## src/rtl/ddr_init_pkg.sv

```systemverilog
`timescale 1ns/1ps
package ddr_init_pkg;

    typedef enum logic [1:0] {
        CMD_NOP,
        CMD_PRE,
        CMD_REF,
        CMD_LMR
    } cmd_e;

    typedef enum logic [4:0] {
        S_IDLE,
        S_PWR_WAIT,
        S_CKE_ON,
        S_PRE1,
        S_W_RP1,
        S_LD_EMR,
        S_W_MRD1,
        S_LD_MR_RST,
        S_W_MRD2,
        S_PRE2,
        S_W_RP2,
        S_REF1,
        S_W_RFC1,
        S_REF2,
        S_W_RFC2,
        S_LD_MR_CLR,
        S_W_MRD3,
        S_READY
    } st_e;

endpackage

```

## src/rtl/init_wait_timer.sv

```systemverilog
`timescale 1ns/1ps
module init_wait_timer #(
    parameter int CNT_W = 16
) (
    input  logic             clk,
    input  logic             rst_n,
    input  logic             load,
    input  logic [CNT_W-1:0] load_val,
    output logic             zero
);

    logic [CNT_W-1:0] cnt_q;

    always_ff @(posedge clk) begin
        if (!rst_n) begin
            cnt_q <= '0;
        end else if (load) begin
            cnt_q <= load_val;
        end else if (cnt_q != '0) begin
            cnt_q <= cnt_q - 1'b1;
        end
    end

    assign zero = (cnt_q == '0);

endmodule

```

## src/rtl/init_cmd_drive.sv

```systemverilog
`timescale 1ns/1ps
module init_cmd_drive
    import ddr_init_pkg::*;
#(
    parameter int ADDR_W = 13,
    parameter int BA_W   = 2
) (
    input  cmd_e              cmd,
    input  logic [BA_W-1:0]   ba_in,
    input  logic [ADDR_W-1:0] addr_in,
    output logic              cs_n,
    output logic              ras_n,
    output logic              cas_n,
    output logic              we_n,
    output logic [BA_W-1:0]   ba,
    output logic [ADDR_W-1:0] addr
);

    always_comb begin
        unique case (cmd)
            CMD_PRE: {cs_n, ras_n, cas_n, we_n} = 4'b0010;
            CMD_REF: {cs_n, ras_n, cas_n, we_n} = 4'b0001;
            CMD_LMR: {cs_n, ras_n, cas_n, we_n} = 4'b0000;
            default: {cs_n, ras_n, cas_n, we_n} = 4'b0111;
        endcase
        ba   = (cmd == CMD_NOP) ? '0 : ba_in;
        addr = (cmd == CMD_NOP) ? '0 : addr_in;
    end

endmodule

```

## src/rtl/ddr_init_seq.sv

```systemverilog
`timescale 1ns/1ps
module ddr_init_seq
    import ddr_init_pkg::*;
#(
    parameter int T_PWR       = 40000,
    parameter int T_RP        = 3,
    parameter int T_MRD       = 2,
    parameter int T_RFC       = 15,
    parameter int ADDR_W      = 13,
    parameter int BA_W        = 2,
    parameter int A10_BIT     = 10,
    parameter int DLL_RST_BIT = 8,
    parameter logic [ADDR_W-1:0] MR_VAL  = 13'h0061,
    parameter logic [ADDR_W-1:0] EMR_VAL = 13'h0000
) (
    input  logic              clk,
    input  logic              rst_n,
    input  logic              start,
    input  logic              dll_clear,
    output logic              cke,
    output logic              cs_n,
    output logic              ras_n,
    output logic              cas_n,
    output logic              we_n,
    output logic [BA_W-1:0]   ba,
    output logic [ADDR_W-1:0] addr,
    output logic              done
);

    localparam int MAX_A = (T_PWR > T_RFC) ? T_PWR : T_RFC;
    localparam int MAX_B = (T_RP > T_MRD) ? T_RP : T_MRD;
    localparam int MAX_T = (MAX_A > MAX_B) ? MAX_A : MAX_B;
    localparam int CNT_W = $clog2(MAX_T + 1);
    localparam logic [ADDR_W-1:0] DLL_MASK = ADDR_W'(1) << DLL_RST_BIT;
    localparam logic [ADDR_W-1:0] A10_MASK = ADDR_W'(1) << A10_BIT;

    st_e              state_q, state_d;
    logic             clr_q;
    logic             tmr_zero;
    logic             tmr_load;
    logic [CNT_W-1:0] tmr_val;
    cmd_e             cmd;
    logic [BA_W-1:0]  ba_sel;
    logic [ADDR_W-1:0] addr_val;

    // state register
    always_ff @(posedge clk) begin
        if (!rst_n) begin
            state_q <= S_IDLE;
            clr_q   <= 1'b0;
        end else begin
            state_q <= state_d;
            if (state_q == S_IDLE && start) begin
                clr_q <= dll_clear;
            end
        end
    end

    // transitions
    always_comb begin
        state_d = state_q;
        unique case (state_q)
            S_IDLE:      if (start)    state_d = S_PWR_WAIT;
            S_PWR_WAIT:  if (tmr_zero) state_d = S_CKE_ON;
            S_CKE_ON:                  state_d = S_PRE1;
            S_PRE1:                    state_d = S_W_RP1;
            S_W_RP1:     if (tmr_zero) state_d = S_LD_EMR;
            S_LD_EMR:                  state_d = S_W_MRD1;
            S_W_MRD1:    if (tmr_zero) state_d = S_LD_MR_RST;
            S_LD_MR_RST:               state_d = S_W_MRD2;
            S_W_MRD2:    if (tmr_zero) state_d = S_PRE2;
            S_PRE2:                    state_d = S_W_RP2;
            S_W_RP2:     if (tmr_zero) state_d = S_REF1;
            S_REF1:                    state_d = S_W_RFC1;
            S_W_RFC1:    if (tmr_zero) state_d = S_REF2;
            S_REF2:                    state_d = S_W_RFC2;
            S_W_RFC2:    if (tmr_zero) state_d = clr_q ? S_LD_MR_CLR : S_READY;
            S_LD_MR_CLR:               state_d = S_W_MRD3;
            S_W_MRD3:    if (tmr_zero) state_d = S_READY;
            S_READY:                   state_d = S_READY;
            default:                   state_d = S_IDLE;
        endcase
    end

    // timer reload on every state change; wait states span (spacing - 1) cycles
    assign tmr_load = (state_d != state_q);

    always_comb begin
        unique case (state_d)
            S_PWR_WAIT:                   tmr_val = CNT_W'(T_PWR - 1);
            S_W_RP1, S_W_RP2:             tmr_val = CNT_W'(T_RP - 2);
            S_W_MRD1, S_W_MRD2, S_W_MRD3: tmr_val = CNT_W'(T_MRD - 2);
            S_W_RFC1, S_W_RFC2:           tmr_val = CNT_W'(T_RFC - 2);
            default:                      tmr_val = '0;
        endcase
    end

    init_wait_timer #(.CNT_W(CNT_W)) u_timer (
        .clk      (clk),
        .rst_n    (rst_n),
        .load     (tmr_load),
        .load_val (tmr_val),
        .zero     (tmr_zero)
    );

    // outputs
    always_comb begin
        cmd      = CMD_NOP;
        ba_sel   = '0;
        addr_val = '0;
        cke      = !(state_q == S_IDLE || state_q == S_PWR_WAIT);
        done     = (state_q == S_READY);
        unique case (state_q)
            S_PRE1, S_PRE2: begin
                cmd      = CMD_PRE;
                addr_val = A10_MASK;
            end
            S_LD_EMR: begin
                cmd      = CMD_LMR;
                ba_sel   = BA_W'(1);
                addr_val = EMR_VAL;
            end
            S_LD_MR_RST: begin
                cmd      = CMD_LMR;
                addr_val = MR_VAL | DLL_MASK;
            end
            S_LD_MR_CLR: begin
                cmd      = CMD_LMR;
                addr_val = MR_VAL & ~DLL_MASK;
            end
            S_REF1, S_REF2: cmd = CMD_REF;
            default: ;
        endcase
    end

    init_cmd_drive #(.ADDR_W(ADDR_W), .BA_W(BA_W)) u_drive (
        .cmd     (cmd),
        .ba_in   (ba_sel),
        .addr_in (addr_val),
        .cs_n    (cs_n),
        .ras_n   (ras_n),
        .cas_n   (cas_n),
        .we_n    (we_n),
        .ba      (ba),
        .addr    (addr)
    );

    // no command while clock enable is low
    a_r2_quiet_while_cke_low: assert property (@(posedge clk) disable iff (!rst_n)
        !cke |-> ({cs_n, ras_n, cas_n, we_n} == 4'b0111));

    // clock enable never drops again before reset
    a_r2_cke_holds: assert property (@(posedge clk) disable iff (!rst_n)
        cke |=> cke);

    // each command lasts one cycle
    a_r8_single_cycle_cmd: assert property (@(posedge clk) disable iff (!rst_n)
        ({cs_n, ras_n, cas_n, we_n} != 4'b0111) |=> ({cs_n, ras_n, cas_n, we_n} == 4'b0111));

    // ready flag is sticky
    a_r8_done_sticky: assert property (@(posedge clk) disable iff (!rst_n)
        done |=> done);

    // ready state keeps the bus idle with clock enabled
    a_r8_ready_idle_bus: assert property (@(posedge clk) disable iff (!rst_n)
        done |-> (cke && {cs_n, ras_n, cas_n, we_n} == 4'b0111));

    // option latched at start does not move during a run
    a_r9_option_stable: assert property (@(posedge clk) disable iff (!rst_n)
        (cke && $past(cke)) |-> $stable(clr_q));

endmodule

```

## config.mk

```make
export PLATFORM = sky130hd
export DESIGN_NAME = ddr_init_seq
export DESIGN_NICKNAME = d
export VERILOG_FILES = /design/src/rtl/ddr_init_pkg.sv /design/src/rtl/init_wait_timer.sv /design/src/rtl/init_cmd_drive.sv /design/src/rtl/ddr_init_seq.sv
export SDC_FILE = /design/constraint.sdc
export NUM_CORES = 1
export LEC_CHECK = 0
export ABC_AREA = 1
export BUFFER_PORTS_ARGS = -buffer_cell sky130_fd_sc_hd__clkbuf_2
export CORE_ASPECT_RATIO = 0.8
export CORE_MARGIN = 4
export CORE_UTILIZATION = 51
export CTS_CLUSTER_SIZE = 8
export DETAILED_ROUTE_END_ITERATION = 16
export PLACE_DENSITY = 0.82
export REMOVE_ABC_BUFFERS = 1
export SETUP_SLACK_MARGIN = 0.5
export SYNTH_ARGS = -nofsm -noshare
export SYNTH_HDL_FRONTEND = slang
export SYNTH_SLANG_ARGS = --single-unit
```

## constraint.sdc

```tcl
create_clock -name clk -period 1.75 [get_ports clk]
set_input_delay 0.0875 -clock clk [delete_from_list [all_inputs] [get_ports clk]]
set_output_delay 0.0875 -clock clk [all_outputs]
set_load 0.005 [all_outputs]
```

=== Word-level counts from Yosys, hierarchy flattened ===
Memories as Yosys holds them, arrays and structs flattened.
Index checks and enable logic that the tools add are counted.

* Add/sub/neg operators: 1
* Equality and inequality tests: 21
* Multiplexer cells: 21
* Reductions and logical operators: 14

{| class="wikitable"
|+ Operators by type and width
! kind !! count
|-
| case mux 5 bit (18 select lines) || 1
|-
| 2-to-1 mux 5 bit || 10
|-
| == test 5 x 4 -> 1 bit, second input constant || 8
|-
| case mux 11 bit (3 select lines) || 1
|-
| 2-to-1 mux 16 bit || 2
|-
| == test 5 x 3 -> 1 bit, second input constant || 4
|-
| logical NOT 16 bit || 1
|-
| nonzero test 16 bit || 1
|-
| subtractor 16 x 1 -> 16 bit, second input constant || 1
|-
| 2-to-1 mux 11 bit || 1
|-
| == test 5 x 2 -> 1 bit, second input constant || 2
|-
| == test 5 bit, second input constant || 2
|-
| OR reduction 2 bit || 4
|-
| case mux 2 bit (3 select lines) || 1
|-
| OR reduction 3 bit || 2
|-
| == test 5 x 1 -> 1 bit, second input constant || 1
|-
| logical NOT 5 bit || 1
|-
| 2-to-1 mux 1 bit || 5
|-
| inequality test 5 bit || 1
|-
| == test 2 bit, second input constant || 2
|-
| == test 2 x 1 -> 1 bit, second input constant || 1
|-
| logical NOT 2 bit || 1
|-
| nonzero test 2 bit || 1
|-
| logical AND 1 bit || 1
|-
| 2 further kinds || 2
|}

* Register bits: 22
* Bits in read-only memories: 320
* Bits of input ports: 4
* Output and inout bits: 21
* Word-level logic and storage cells: 61
* Memories kept: 1

{| class="wikitable"
|+ Memory list
! memory !! depth !! width !! rd ports !! clocked after Yosys merged registers in !! write ports !! RTL line !! RTL
|-
| (name not given) || 32 || 10 || 1 || 0 || 0 || ddr_init_seq.sv:89 || <nowiki>unique case (state_d)</nowiki>
|}

=== Logic depth before layout (Yosys ltp) ===
Gate-level depths: netlist of the first run.

* Word-level depth: 6
* Depth in mapped cells: 15
* Depth with buffers taken out: 15

=== Hierarchy ===
Synthesis of the first run repeated with hierarchy kept, for this count alone.

* Cell total of the unflattened synthesis: 351
* Area total of the unflattened synthesis: 1,956.9 sq um

{| class="wikitable"
|+ Modules (own cells, without submodules)
! module !! times used !! cells each !! area each (sq um)
|-
| init_wait_timer || 1 || 178 || 1,114.8
|-
| ddr_init_seq || 1 || 137 || 688.2
|-
| init_cmd_drive || 1 || 36 || 153.9
|}

=== Worst setup path before layout of the first run ===
OpenSTA, ideal clock, no wires.

* Path kind: register -> register
* From: reg u_timer.cnt_q[0]
* To: reg u_timer.cnt_q[3]
* Library setup time: 0.128 ns
* Arrival time: 1.526 ns
* Data required time: 1.622 ns
* Setup slack: 0.096 ns
* Stages on the path, launching flop included: 16
* Path buffers: 0
* Period minus slack after synthesis: 1.654 ns
* Path through: dfxtp_1 -> inv_1 -> ha_1 -> nand2_4 -> nor2_4 -> nand2_4 -> nand2_2 -> nand2_2 -> nand3_2 -> nand2_1 -> nand2_2 -> nand2_2 -> nand2_2 -> nand2_1 -> nand2_1 -> nor2_1

* Longest elaborated chain between the ends: 5
* Elaborated cells between the ends (all ways): 17
* Classes of those cells: add/sub: 1; eq/ne: 1; mux: 11; reduce/logical: 3; memory: 1

{| class="wikitable"
|+ RTL lines
! element !! RTL line !! RTL
|-
| start: declaration || init_wait_timer.sv:12 || <nowiki>logic [CNT_W-1:0] cnt_q;</nowiki>
|-
| start signal: assignment || init_wait_timer.sv:18 || <nowiki>cnt_q <= load_val;</nowiki>
|-
| start signal: assignment || init_wait_timer.sv:20 || <nowiki>cnt_q <= cnt_q - 1'b1;</nowiki>
|-
| logical NOT 16 bit || init_wait_timer.sv:24 || <nowiki>assign zero = (cnt_q == '0);</nowiki>
|-
| 2-to-1 mux 5 bit (tied with other cells) || ddr_init_seq.sv:79 || <nowiki>S_W_MRD3: if (tmr_zero) state_d = S_READY;</nowiki>
|-
| case mux 5 bit (18 select lines) || ddr_init_seq.sv:62 || <nowiki>unique case (state_q)</nowiki>
|-
| memory (32 x 10 bit) or inequality test 5 bit (tied branches) || -- ||
|-
| 2-to-1 mux 16 bit or nonzero test 2 bit (tied branches) || -- ||
|}

Several ways; a longest one is shown, not always the timed one. The select of a mux whose other input is x is not followed.
A chain may end at the register's enable or synchronous reset.

=== Worst setup path in the final report of the first run ===
* From: reg u_timer.cnt_q[5]
* To: reg u_timer.cnt_q[1]

The elaborated chain is that of the path after synthesis.

==> results.cfg, run 1 <==
[run_status]
outcome = complete, but fails checks
violations = setup timing

[power_and_ir_drop]
p_int_mw = 1.81
clock_power_share_pct = 9.0
finalPower_mw = 3.56
leakage_nw = 1.25
power_density_nw_per_um2 = 1390
seqPwrFrac_pct = 22.3
comb_power_share_pct = 68.7
netSwitchingPower_mw = 1.75
irDropWorstVdd_v = 0.00113
switching_share_pct = 49.1

[finish]
n_antenna_cell = 0
final_layout_size_suffix_gt1_share_pct = 51.4
post_layout_nonfiller_instances = 355
final_common_cell = nand2_1
final_cell_mix = 40 x nand2_1, 31 x buf_4, 23 x nor2_1
area_growth_pct = 47.8
nNetsFinal = 322
final_area_um2 = 2560

[clock_tree]
postCtsHoldBufs = 0
path_clk_slew_ns = 0.08
numCtsBuffers = 3
cts_tree = built
clock-sinks = 22
clock_latency_ns = 0.26
htreeDepth = 1
clk_path_buf_depth = 2
cts-root-buf = clkbuf_8

[place]
place_congestion = 0.894
io_buffers = 14
pre_cts_slack_ns = -0.0887
dp.cells = 332
hpwlAfterDp_um = 3340
dpl-instance-area_um2 = 1940

[die]
pin_count = 25
coreArea_um2 = 3180
initial_core_util_pct = 54.5
die_area_um2 = 4390
num_rows = 18
die_w_um = 73.1
die_h_um = 60.1

[setup_path]
cp_num_buf_inv = 2
critPathMaxStageDelay_ns = 0.36
end_kind = flip-flop
crit_required_ns = 1.94
cp-start-kind = flip-flop
cp_top_family = simple AND/OR/NAND/NOR gates
path_cells = nor2_4, nand2_4, nor2_4, nand2_4, nand2_2, nand2_2, nand4_1, buf_4, nand2_8, buf_4, nand4_1, nand2_1, nor2_1
cp_max_fo = 5
cp_slowest_cell = dfxtp_1
crit_type = reg2reg
worstPathArrival_ns = 2.03

[route]
wl_per_cell_um = 18.4
drt_iter0_markers = 265
wl_um = 6550
antenna_left = 0
vias = 2171
first_pass_iters = 6
via_per_inst = 6.12
remaining_drc_errors = 0

[synth]
synth_compound_area_share_pct = 5.28
ys_seq_elements = 22
synth_edf_count = 0
synthCells = 260
synth_xor_area_share_pct = 6.08
synth-async-reset-ratio_pct = 0
synth_cell_types = 31
synth_area_per_cell_um2 = 6.65
synth-seq-area-share_pct = 25.5
synthMuxAreaShare_pct = 0
yosysWarnings = 0
synth_area_um2 = 1730
synth_top_family_by_area = simple AND/OR/NAND/NOR gates
synth_fa_ha_area_share_pct = 0.724
synthFlopType = dfxtp_1
synth-simple-area-share_pct = 49.2

[timing]
worst_pin_slew_ns = 0.558
finalHoldViolCount = 0
rsz0062_at_grt = true
setup_tns_ns = -0.554
min_period_ns = 1.84
final.setup_skew_ns = 0.00374
fin_crit_sh_pct = 105
max_freq_mhz = 544
final_max_slew_viol_count = 0
max_slew_margin_pct = 62.8
setup_slack_ns = -0.0898
setup_viol = 10

[global_route]
grt_max_degree = 15
antenna_found_initial = 0
grt_first_pass_wirelength_um = 7800
grt.overflow.total = 0
grt_pass1_vias = 1715
grt_usage_pct = 22.8

[worst_hold_path]
worstHoldPathType = in2reg

[run]
maxCapViolCount = 0
==> worst register-to-register path, stage by stage (launching register included) <==
cell	delay (ns)
dfxtp_1	0.36
nor2_4	0.17
nand2_4	0.09
nor2_4	0.16
nand2_4	0.08
nand2_2	0.06
nand2_2	0.07
nand4_1	0.14
buf_4	0.16
nand2_8	0.08
buf_4	0.14
nand4_1	0.08
nand2_1	0.06
nor2_1	0.13
==> metrics by stage <==
step                      hold slack (ns)  util, %
final                              0.0831     80.5
after global routing               0.0962     80.5
after CTS                           0.109     69.4
after detailed placement            0.374     61.2
after global placement              0.365     61.2
after floorplan                     0.185        -
==> power by group through the flow <==
stage	logic, mW	registers [mW]	clock network (mW)
floorplan	1.22	0.752	0
global placement	1.72	0.751	0
detailed placement	1.76	0.757	0
CTS	1.90	0.763	0.312
global route	2.58	0.803	0.334
finish	2.45	0.793	0.320
==> area by class of cell <==
class	count	area [um2]
multi-input cells	206	1420
well taps	40	50.0
flip-flops and latches	22	465
repair inverters	1	6.26
repair buffers	55	447
clock buffers	3	41.3
fillers	164	619
inverters	28	125
==> cells by family (layout without fill, tap and decap cells) <==
family / count (synthesis) / in the layout
adder cells (fa/ha/maj): 1 / 1
XOR/XNOR: 12 / 12
AND/OR/NAND/NOR: 165 / 167
flip-flops: 22 / 22
other: 1 / 10
buffers and inverters: 43 / 87
AO/OA/AOI/OAI: 16 / 16
==> path summary, 6_finish.rpt <==
| check | from | end | slack (ns) | cells past startpoint |
|---|---|---|---|---|
| setup / recovery | u_timer.cnt_q[5] | u_timer.cnt_q[1] | -0.09 | 13 |
| hold / removal | dll_clear | clr_q | 0.08 | 3 |
| setup reg to reg | u_timer.cnt_q[5] | u_timer.cnt_q[1] | -0.09 | 13 |
| hold reg to reg | u_timer.cnt_q[7] | u_timer.cnt_q[7] | 0.57 | 2 |
==> sequential cells by signal (all words and copies together), names as in the netlist <==
name           count
clr_q              1
u_timer.cnt_q     16
state_q            5
==> per-layer routing <==
layer  GRT usage [%]  vias to the layer above  part of all wire [%]
met5               0                        -                     0
met4            5.53                        0                   3.3
met3            4.03                       35                    11
met2            36.2                      201                    45
met1            31.9                     1004                    40
li1                -                      931                     -
==> synth_stat cells (2+ instances only) <==
library cell,n,area [um2]
a21oi_1,7,35.0
nand3_1,20,100
xor2_1,9,78.8
nor4_1,6,37.5
nand4_1,5,31.3
inv_1,23,86.3
nor3_2,3,30.0
nand3b_1,2,15.0
nor2_4,8,90.1
nand3_2,5,50.1
nor2_1,33,124
dfxtp_1,22,440
buf_4,12,90.1
a31oi_1,2,12.5
nand2_4,2,22.5
xnor2_1,3,26.3
nand2_2,9,56.3
nand2_1,58,218
inv_2,4,15.0
nor2_2,5,31.3
nor3_1,9,45.0
o21ai_0,4,20.0
==> repair_timing <==
action	CTS	global route
cloned	1	2
pin swaps	9	22
gates resized for setup	59	63
setup buffers	4	13
setup endpoints to repair	33	33
(Power assumes the default switching activity.)
==> inputs of run 2 (changes only) <==
SETUP_SLACK_MARGIN = 0.1   (was 0.5)
==> run 2 against run 1 <==
  * The run still ends with setup timing left
  * Combinational power is 10% lower
  * Die area stayed put
  * Wire length is 23% lower
  * Clock-buffer cell count stayed put
  * Total power is 7.7% lower
  * Non-clock buffer count is 10 lower
  * Register-to-register slack better by 0.02 ns
  * Critical path depth stayed put
  * Clock power is 4% lower
  * Sequential power is 2% lower
  * Fmax is 0.87% higher
  * Largest cell class unchanged
  * Highest routed layer unchanged
==> results.cfg, run 2 (synthesized netlist as in run 1, its figures left out) <==
[finish]
nFillCells = 222
final_common_cell = nand2_1
final_cell_mix = 48 x nand2_1, 27 x buf_4, 25 x nor2_1
post_layout_nonfiller_instances = 344
nNetsFinal = 311
n_antenna_cell = 0
final_util_pct = 71.4
largest_reg_flops = 16
final_layout_size_suffix_gt1_share_pct = 41.8
area_growth_pct = 31.1
reg_top3 = u_timer.cnt_q (16), state_q (5), clr_q (1)
regMostFlops = u_timer.cnt_q

[die]
die_h_um = 60.1
coreArea_um2 = 3180
num_rows = 18
die_area_um2 = 4390
pin_count = 25
initial_core_util_pct = 54.5
die_w_um = 73.1

[place]
place_congestion = 0.894
hpwlAfterDp_um = 3340
io_buffers = 14
dp.cells = 332

[route]
via_per_inst = 5.58
dr.max_layer_used = met4
wl_met3_um = 539
first_pass_iters = 5
antenna_left = 0
wl_um = 5040
wl_per_cell_um = 14.7
dr_wl_met2_um = 2240
drt_iter0_markers = 175
vias = 1920
remaining_drc_errors = 0
wl_met1_um = 2150

[setup_path]
critPathMaxStageDelay_ns = 0.34
cp_num_buf_inv = 1
path_cells = nor2_4, nand2_2, nor2_4, nand2_4, nand2_2, nand2_2, nand4_1, buf_4, nand2_4, nand3_4, nand2_1, nor2_1, nor2_1
cp_slowest_cell = dfxtp_1
worstPathArrival_ns = 1.98
crit_type = reg2reg
cpMostUsedCell = nand2_2
crit_required_ns = 1.91
cp-start-kind = flip-flop
cp_top_family = simple AND/OR/NAND/NOR gates
cp_max_fo = 4
end_kind = flip-flop

[clock_tree]
cts-root-buf = clkbuf_8
path_clk_slew_ns = 0.08
numCtsBuffers = 3
cts_tree = built
clock-sinks = 22
postCtsHoldBufs = 0
htreeDepth = 1
clk_path_buf_depth = 2
clock_latency_ns = 0.26

[timing]
max_slew_margin_pct = 62.3
min_period_ns = 1.82
final.setup_skew_ns = 0.00450
rsz0062_at_grt = true
finalHoldViolCount = 0
fin_crit_sh_pct = 104
max_freq_mhz = 548
worst_hold_slack_ns = 0.123
worst_pin_slew_ns = 0.565
setup_viol = 13
final_max_slew_viol_count = 0
setup_slack_ns = -0.0738

[global_route]
grt_usage_pct = 21.1
grt.overflow.total = 0
grt_first_pass_wirelength_um = 7280
antenna_found_initial = 0
grt_pass1_vias = 1601
grt_max_degree = 15

[worst_hold_path]
worstHoldPathType = in2reg

[power_and_ir_drop]
irDropWorstVdd_v = 0.00106
leakage_nw = 1.16
power_density_nw_per_um2 = 1450

[run_status]
outcome = complete, but fails checks
violations = setup timing

[run]
maxCapViolCount = 0
## run 2: cell types whose count changed in the layout (fill, tap and decap cells not counted), sizes merged
cell,change
clkbuf,+6
inv,-1
buf,-16
## run 2: report_power, final
group          switching, mW  internal, mW  leakage (nW)  total [mW]
Sequential             0.143         0.637         0.185       0.779
Clock                  0.154         0.154        0.0216       0.308
Combinational           1.26         0.935         0.949        2.20
Total                   1.56          1.73          1.16        3.29
## run 2: final cells by class
type | instances | area (um2) | area share [%]
clock buffers | 3 | 41.3 | 1.82
flip-flops and latches | 22 | 459 | 20.3
repair buffers | 45 | 318 | 14.0
well taps | 40 | 50.0 | 2.21
multi-input cells | 206 | 1290 | 57.0
inverters | 28 | 108 | 4.75
## run 2: path summary, 6_finish.rpt
path / cells after the start / end / slack [ns] / from
setup reg to reg: 13 / u_timer.cnt_q[1] / -0.07 / u_timer.cnt_q[8]
hold / removal: 3 / state_q[2] / 0.12 / rst_n
setup / recovery: 13 / u_timer.cnt_q[1] / -0.07 / u_timer.cnt_q[8]
hold reg to reg: 2 / u_timer.cnt_q[14] / 0.58 / u_timer.cnt_q[14]
## run 2: worst register-to-register path, delay by kind of cell, from the launching register on
family / cells / cell delay, ns
AND/OR/NAND/NOR: 12 / 1.22
flip-flops: 1 / 0.34
buffers and inverters: 1 / 0.18
## run 2: through the flow
| step | setup TNS, ns | instance area, um2 | setup WS (ns) | power [mW] |
|---|---|---|---|---|
| floorplan | -0.682 | 1640 | -0.132 | 1.97 |
| global placement | -0.0594 | 1940 | -0.0195 | 2.47 |
| detailed placement | -0.504 | 1940 | -0.0887 | 2.51 |
| CTS | 0 | 2100 | 0.0866 | 2.93 |
| global route | -1.44 | 2270 | -0.126 | 3.48 |
| finish | -0.666 | 2270 | -0.0738 | 3.29 |
## run 2: routing by layer
metal  vias up  GRT usage (%)
met1       875           30.3
met3        15           3.87
met2       118           33.9
met5         -              0
met4         0           2.37
li1        912              -
## run 2: timing repair
| item | CTS | global route |
|---|---|---|
| hold endpoints to repair | 0 | 0 |
| buffers inserted | 2 | 5 |
| endpoints found under the setup margin | 17 | 18 |
| gates resized for setup | 34 | 29 |
| pin swaps | 6 | 12 |
| gates cloned | 0 | 2 |
